$ cat config.mk
export PLATFORM = sky130hd
export DESIGN_NAME = updn_pwm_counter
export DESIGN_NICKNAME = d
export VERILOG_FILES = /design/src/rtl/cnt_pkg.sv /design/src/rtl/cnt_src_sel.sv /design/src/rtl/cnt_core.sv /design/src/rtl/cnt_evt.sv /design/src/rtl/updn_pwm_counter.sv
export SDC_FILE = /design/constraint.sdc
export NUM_CORES = 1
export LEC_CHECK = 0
export BUFFER_PORTS_ARGS = -buffer_cell sky130_fd_sc_hd__buf_2
export CAP_MARGIN = 20
export CORE_ASPECT_RATIO = 1.25
export CORE_MARGIN = 10
export CORE_UTILIZATION = 26
export DETAILED_ROUTE_END_ITERATION = 8
export SLEW_MARGIN = 20
export SYNTH_ARGS = -nofsm -noshare
export SYNTH_HDL_FRONTEND = slang
export SYNTH_SLANG_ARGS = --single-unit
export TNS_END_PERCENT = 20
$ cat constraint.sdc
create_clock -name clk -period 3.7 [get_ports clk]
set_input_delay 0.555 -clock clk [delete_from_list [all_inputs] [get_ports clk]]
set_output_delay 0.555 -clock clk [all_outputs]
set_load 0.005 [all_outputs]
$ cat src/rtl/cnt_pkg.sv
package cnt_pkg;

    typedef enum logic [1:0] {
        WM_FULL = 2'd0,
        WM_LIM1 = 2'd1,
        WM_LIM2 = 2'd2,
        WM_LIM3 = 2'd3
    } wmode_e;

    // Ones in the low (full_w - step*mode) bits.
    function automatic logic [31:0] active_mask(input int full_w, input int step,
                                                input logic [1:0] mode);
        logic [31:0] m;
        int          w;
        w = full_w - step * int'(mode);
        for (int i = 0; i < 32; i++) begin
            m[i] = (i < w);
        end
        return m;
    endfunction

endpackage

$ cat src/rtl/cnt_src_sel.sv
module cnt_src_sel #(
    parameter int N_PRE = 6,
    parameter int SEL_W = 3
) (
    input  logic             clk,
    input  logic             rst_n,
    input  logic [N_PRE-1:0] pre_tick_i,
    input  logic             ev_a_i,
    input  logic             ev_b_i,
    input  logic [SEL_W-1:0] sel_i,
    output logic             tick_o
);
    localparam int N_SRC = N_PRE + 2;

    typedef struct packed {
        logic ev_a;
        logic ev_b;
    } sel_state_t;

    sel_state_t       s_d, s_q;
    logic [N_SRC-1:0] srcs;

    always_comb begin
        s_d      = s_q;
        s_d.ev_a = ev_a_i;
        s_d.ev_b = ev_b_i;
        srcs     = {ev_b_i & ~s_q.ev_b, ev_a_i & ~s_q.ev_a, pre_tick_i};
        tick_o   = 1'b0;
        for (int i = 0; i < N_SRC; i++) begin
            if (int'(sel_i) == i) begin
                tick_o = srcs[i];
            end
        end
    end

    always_ff @(posedge clk or negedge rst_n) begin
        if (!rst_n) begin
            s_q <= '0;
        end else begin
            s_q <= s_d;
        end
    end

endmodule

$ cat src/rtl/cnt_core.sv
module cnt_core #(
    parameter int CNT_W = 10
) (
    input  logic             clk,
    input  logic             rst_n,
    input  logic [CNT_W-1:0] mask_i,
    input  logic             run_i,
    input  logic             tick_i,
    input  logic             up_i,
    input  logic             load_i,
    input  logic [CNT_W-1:0] data_i,
    output logic [CNT_W-1:0] cnt_o,
    output logic [CNT_W-1:0] nxt_o,
    output logic             step_o,
    output logic             wrap_o
);
    typedef struct packed {
        logic [CNT_W-1:0] cnt;
    } core_state_t;

    core_state_t s_d, s_q;
    logic        step;

    always_comb begin
        s_d  = s_q;
        step = run_i & tick_i & ~load_i;
        if (load_i) begin
            s_d.cnt = data_i & mask_i;
        end else if (step) begin
            if (up_i) begin
                s_d.cnt = (s_q.cnt + 1'b1) & mask_i;
            end else begin
                s_d.cnt = (s_q.cnt - 1'b1) & mask_i;
            end
        end else begin
            s_d.cnt = s_q.cnt & mask_i;
        end
        nxt_o  = s_d.cnt;
        step_o = step;
        wrap_o = step & (up_i ? (s_d.cnt == '0) : (s_d.cnt == mask_i));
    end

    always_ff @(posedge clk or negedge rst_n) begin
        if (!rst_n) begin
            s_q <= '0;
        end else begin
            s_q <= s_d;
        end
    end

    assign cnt_o = s_q.cnt;

endmodule

$ cat src/rtl/cnt_evt.sv
module cnt_evt #(
    parameter int CNT_W = 10
) (
    input  logic             clk,
    input  logic             rst_n,
    input  logic [CNT_W-1:0] mask_i,
    input  logic [CNT_W-1:0] nxt_i,
    input  logic             step_i,
    input  logic             wrap_i,
    input  logic             load_i,
    input  logic             cmp_wr_i,
    input  logic [CNT_W-1:0] data_i,
    input  logic             cmp_full_i,
    input  logic             clr_cmp_i,
    input  logic             clr_zero_i,
    output logic             irq_cmp_o,
    output logic             irq_zero_o,
    output logic             pwm_o
);
    typedef struct packed {
        logic [CNT_W-1:0] cmp;
        logic             f_cmp;
        logic             f_zero;
        logic             pwm;
    } evt_state_t;

    evt_state_t s_d, s_q;
    logic       match, hit, at_zero;

    always_comb begin
        s_d = s_q;
        if (cmp_full_i) begin
            match = (nxt_i == s_q.cmp);
        end else begin
            match = ((nxt_i & mask_i) == (s_q.cmp & mask_i));
        end
        hit     = step_i & match;
        at_zero = step_i & (nxt_i == '0);

        if (cmp_wr_i) begin
            s_d.cmp = data_i;
        end
        s_d.f_cmp  = (s_q.f_cmp & ~clr_cmp_i) | hit;
        s_d.f_zero = (s_q.f_zero & ~clr_zero_i) | at_zero;

        if (load_i) begin
            s_d.pwm = 1'b1;
        end else if (hit) begin
            s_d.pwm = 1'b0;
        end else if (wrap_i) begin
            s_d.pwm = 1'b1;
        end
    end

    always_ff @(posedge clk or negedge rst_n) begin
        if (!rst_n) begin
            s_q <= '0;
        end else begin
            s_q <= s_d;
        end
    end

    assign irq_cmp_o  = s_q.f_cmp;
    assign irq_zero_o = s_q.f_zero;
    assign pwm_o      = s_q.pwm;

endmodule

$ cat src/rtl/updn_pwm_counter.sv
module updn_pwm_counter #(
    parameter int CNT_W    = 10,
    parameter int LIM_STEP = 2,
    parameter int N_PRE    = 6,
    parameter int SEL_W    = $clog2(N_PRE + 2)
) (
    input  logic             clk,
    input  logic             rst_n,
    input  logic [N_PRE-1:0] pre_tick_i,
    input  logic             ev_a_i,
    input  logic             ev_b_i,
    input  logic [SEL_W-1:0] src_sel_i,
    input  logic             run_i,
    input  logic             dir_up_i,
    input  logic [1:0]       width_sel_i,
    input  logic             load_i,
    input  logic             cmp_wr_i,
    input  logic [CNT_W-1:0] data_i,
    input  logic             cmp_full_i,
    input  logic             clr_cmp_i,
    input  logic             clr_zero_i,
    output logic [CNT_W-1:0] count_o,
    output logic             irq_cmp_o,
    output logic             irq_zero_o,
    output logic             pwm_o
);
    logic [31:0]      mask_w;
    logic [CNT_W-1:0] mask;
    logic [CNT_W-1:0] nxt;
    logic             tick, step, wrap;

    assign mask_w = cnt_pkg::active_mask(CNT_W, LIM_STEP, width_sel_i);
    assign mask   = mask_w[CNT_W-1:0];

    cnt_src_sel #(.N_PRE(N_PRE), .SEL_W(SEL_W)) u_src (
        .clk        (clk),
        .rst_n      (rst_n),
        .pre_tick_i (pre_tick_i),
        .ev_a_i     (ev_a_i),
        .ev_b_i     (ev_b_i),
        .sel_i      (src_sel_i),
        .tick_o     (tick)
    );

    cnt_core #(.CNT_W(CNT_W)) u_core (
        .clk    (clk),
        .rst_n  (rst_n),
        .mask_i (mask),
        .run_i  (run_i),
        .tick_i (tick),
        .up_i   (dir_up_i),
        .load_i (load_i),
        .data_i (data_i),
        .cnt_o  (count_o),
        .nxt_o  (nxt),
        .step_o (step),
        .wrap_o (wrap)
    );

    cnt_evt #(.CNT_W(CNT_W)) u_evt (
        .clk        (clk),
        .rst_n      (rst_n),
        .mask_i     (mask),
        .nxt_i      (nxt),
        .step_i     (step),
        .wrap_i     (wrap),
        .load_i     (load_i),
        .cmp_wr_i   (cmp_wr_i),
        .data_i     (data_i),
        .cmp_full_i (cmp_full_i),
        .clr_cmp_i  (clr_cmp_i),
        .clr_zero_i (clr_zero_i),
        .irq_cmp_o  (irq_cmp_o),
        .irq_zero_o (irq_zero_o),
        .pwm_o      (pwm_o)
    );

endmodule

==> metrics.cfg <==
[cells_and_area]
synthToLayoutAreaGrowth_pct = 18.8
final_area_mm2 = 0.00244
nFillCells = 857
drive_above_1_share_pct = 26.9
finalNetCount = 317
diodes = 0

[sta]
timing.final.crit_share_pct = 91.9
worstMarginPinSlew_ns = 0.573
drv_slew = 0
finalSetupViolations = 0
min_period_ns = 3.40
skew_ns = 0.00801
rsz0062_at_grt = no
hold_viol_final = 0
slew_headroom_pct = 61.8
max_freq_mhz = 294

[power_and_ir_drop]
power_uw = 841
p_per_area_mw_per_mm2 = 345
p_leak_nw = 1.07
irDropWorstVdd_v = 0.000182

[setup_path]
regToRegSetupSlack_ns = 0.54
endpoint_kind = register
cp.arrival_ns = 3.60
critical_path_class = primary input to register
cp_max_fo = 10
cp.required_ns = 3.90
startpoint_type = primary input

[grt]
overflow = 0
grt_pass1_vias = 2145
antenna_found_initial = 0
grt_pass1_wl_mm = 10.6
grt_max_degree = 26
grt_usage_pct = 10.5

[floorplan]
die_w_um = 99.5
die_y_um = 119
coreArea_mm2 = 0.00775
ios = 45
die_area_mm2 = 0.0119
initial_core_util_pct = 26.5
rows = 36

[place]
placed_area_mm2 = 0.00239
port_buffers = 44
dpl.hpwl_mm = 5.08
gp_congestion = 0.872

[clock_network]
cts_htree_levels = 1
hold_buffers = 0
root_buffer = clkbuf_8
ctsResizeCount = 0
numCtsBuffers = 3
cts_setup_buffers = 0
clkSinkCount = 25
cts_tree = yes
clock_path_buffers = 2
clkTransAtPathRegs_ns = 0.09
clkLatencyLatePin_ns = 0.27

[yosys]
yosys_warnings = 0
ys_top_cells_by_area = dfrtp_1 (30%), mux2_2 (4.9%), ha_1 (4.9%)
yosysTopAreaCell = dfrtp_1
synth.top_cell.area_share_pct = 30.5
syn_nets = 272
synth_seq_cells = 25
syn_area_mm2 = 0.00205
synthFlopType = dfrtp_1
synthCells = 231
yosysUniqueCellTypes = 60
synthArstFlopShare_pct = 100
ys_seq_area_share_pct = 30.5
synth.avg_cell_area_um2 = 8.89
synth-edff-count = 0

[flow_run]
drv_cap = 0

[detailed_routing]
viasPerCell = 5.30
vias = 1961
antenna_left = 0
drt_iter0_markers = 138
wl_per_cell_um = 16.8
dr.pass1.iters = 4
drc = 0
drt-total-wl_mm = 6.21

[status]
status = finished, final reports clean

[hold_path]
hold_path.class = primary input to asynchronous set/reset pin

-- power breakdown --
part           leakage, nW  internal [mW]  switching (mW)
registers            0.304          0.297          0.0272
logic                0.737          0.154           0.196
clock network       0.0255         0.0755          0.0904
-- cell families (layout without fill, tap and decap cells) --
group                    count (synthesis)  in the layout  synth area share (%)
AO/OA/AOI/OAI                           66             66                  22.4
multiplexers                            19             19                  11.3
adder cells (fa/ha/maj)                  9              9                  5.85
buffers and inverters                   22             66                  4.39
XOR/XNOR                                10             10                  4.94
flip-flops                              25             25                  30.5
AND/OR/NAND/NOR                         80             80                  20.7
-- critical path, cell delays in order --
cell and delay (ns):
buf_2 0.14, inv_1 0.20, fa_1 0.51, a211oi_1 0.39, o21ai_0 0.19, a21oi_1 0.20
o31ai_1 0.12, mux2_2 0.28, a2111oi_0 0.52, buf_4 0.20, a41oi_1 0.11, a32oi_1 0.17
-- synthesized netlist by cell type (all sizes together) (3+ instances only) --
cell type  instances
a211oi             4
a21oi              9
and3               3
buf                3
clkbuf             7
dfrtp             25
ha                 8
inv               12
mux2              10
mux2i              7
nand2             24
nand2b             5
nand3              6
nor2              15
nor3               5
nor4               4
o2111ai            3
o211ai             5
o21ai             18
o31ai              3
xnor2              6
xor2               3
-- cell type report --
type,instances,area (µm²),share of cell area [%]
Timing Repair Buffer,50,265,10.9
Tap cell,95,119,4.87
Sequential cell,25,626,25.7
Multi-Input combinational cell,184,1340,54.8
Clock buffer,3,41.3,1.69
Clock inverter,1,5.00,0.205
Inverter,12,45.0,1.85
-- stage by stage --
| step | hold slack [ns] | TNS, ns | cells | utilization, % | setup slack, ns |
|---|---|---|---|---|---|
| after floorplan | 0.259 | 0 | 231 | - | 0.557 |
| after global routing | 0.293 | 0 | 370 | 31.5 | 0.116 |
| after CTS | 0.287 | 0 | 370 | 31.5 | 0.282 |
| final | 0.260 | 0 | 370 | 31.5 | 0.300 |
| after detailed placement | 0.489 | -0.00192 | 366 | 30.9 | -0.00192 |
| after global placement | 0.480 | 0 | 366 | 30.9 | 0.0337 |
-- sequential cells by signal, summed over array words and instances, names as in the netlist --
| signal | count |
|---|---|
| u_core.cnt_o | 10 |
| u_evt.s_q | 10 |
| u_src.s_q | 2 |
| u_evt.irq_cmp_o | 1 |
| u_evt.irq_zero_o | 1 |
| u_evt.pwm_o | 1 |
-- cells in the final DEF (no fill, tap or decap), types with 3 or more instances in the layout --
cell       synthesis  routed
buf_4              0       6
nor4_1             3       3
and3_1             3       3
ha_1               8       8
dfrtp_1           25      25
nand2_1           24      24
nand3_1            6       6
inv_1             12      12
clkbuf_8           0       3
mux2_2             9       9
a21oi_1            9       9
a211oi_1           4       4
buf_2              0      44
xor2_1             3       3
xnor2_1            6       6
o21ai_0           17      17
o211ai_1           5       5
nor2_1            15      15
nand2b_1           5       5
mux2i_1            7       7
nor3_1             5       5
o2111ai_1          3       3
-- layer usage --
metal	GRT usage [%]	wire length (µm)	vias up
met4	3.68	86	0
met1	12.1	2630	941
li1	-	-	961
met5	0	0	-
met2	19.2	3230	51
met3	1.56	252	8
-- final timing paths --
check / from / to / cells after the start
hold / removal: rst_n / u_core.cnt_o[8] / 1
max in group asynchronous: rst_n / u_core.cnt_o[1] / 1
setup / recovery: dir_up_i / u_evt.pwm_o / 12
min in group clk: ev_a_i / u_src.s_q[1] / 1
setup reg to reg: u_core.cnt_o[1] / u_evt.pwm_o / 10
hold reg to reg: u_evt.irq_cmp_o / u_evt.irq_cmp_o / 1
Note: power is estimated with default switching activity, not from simulation.
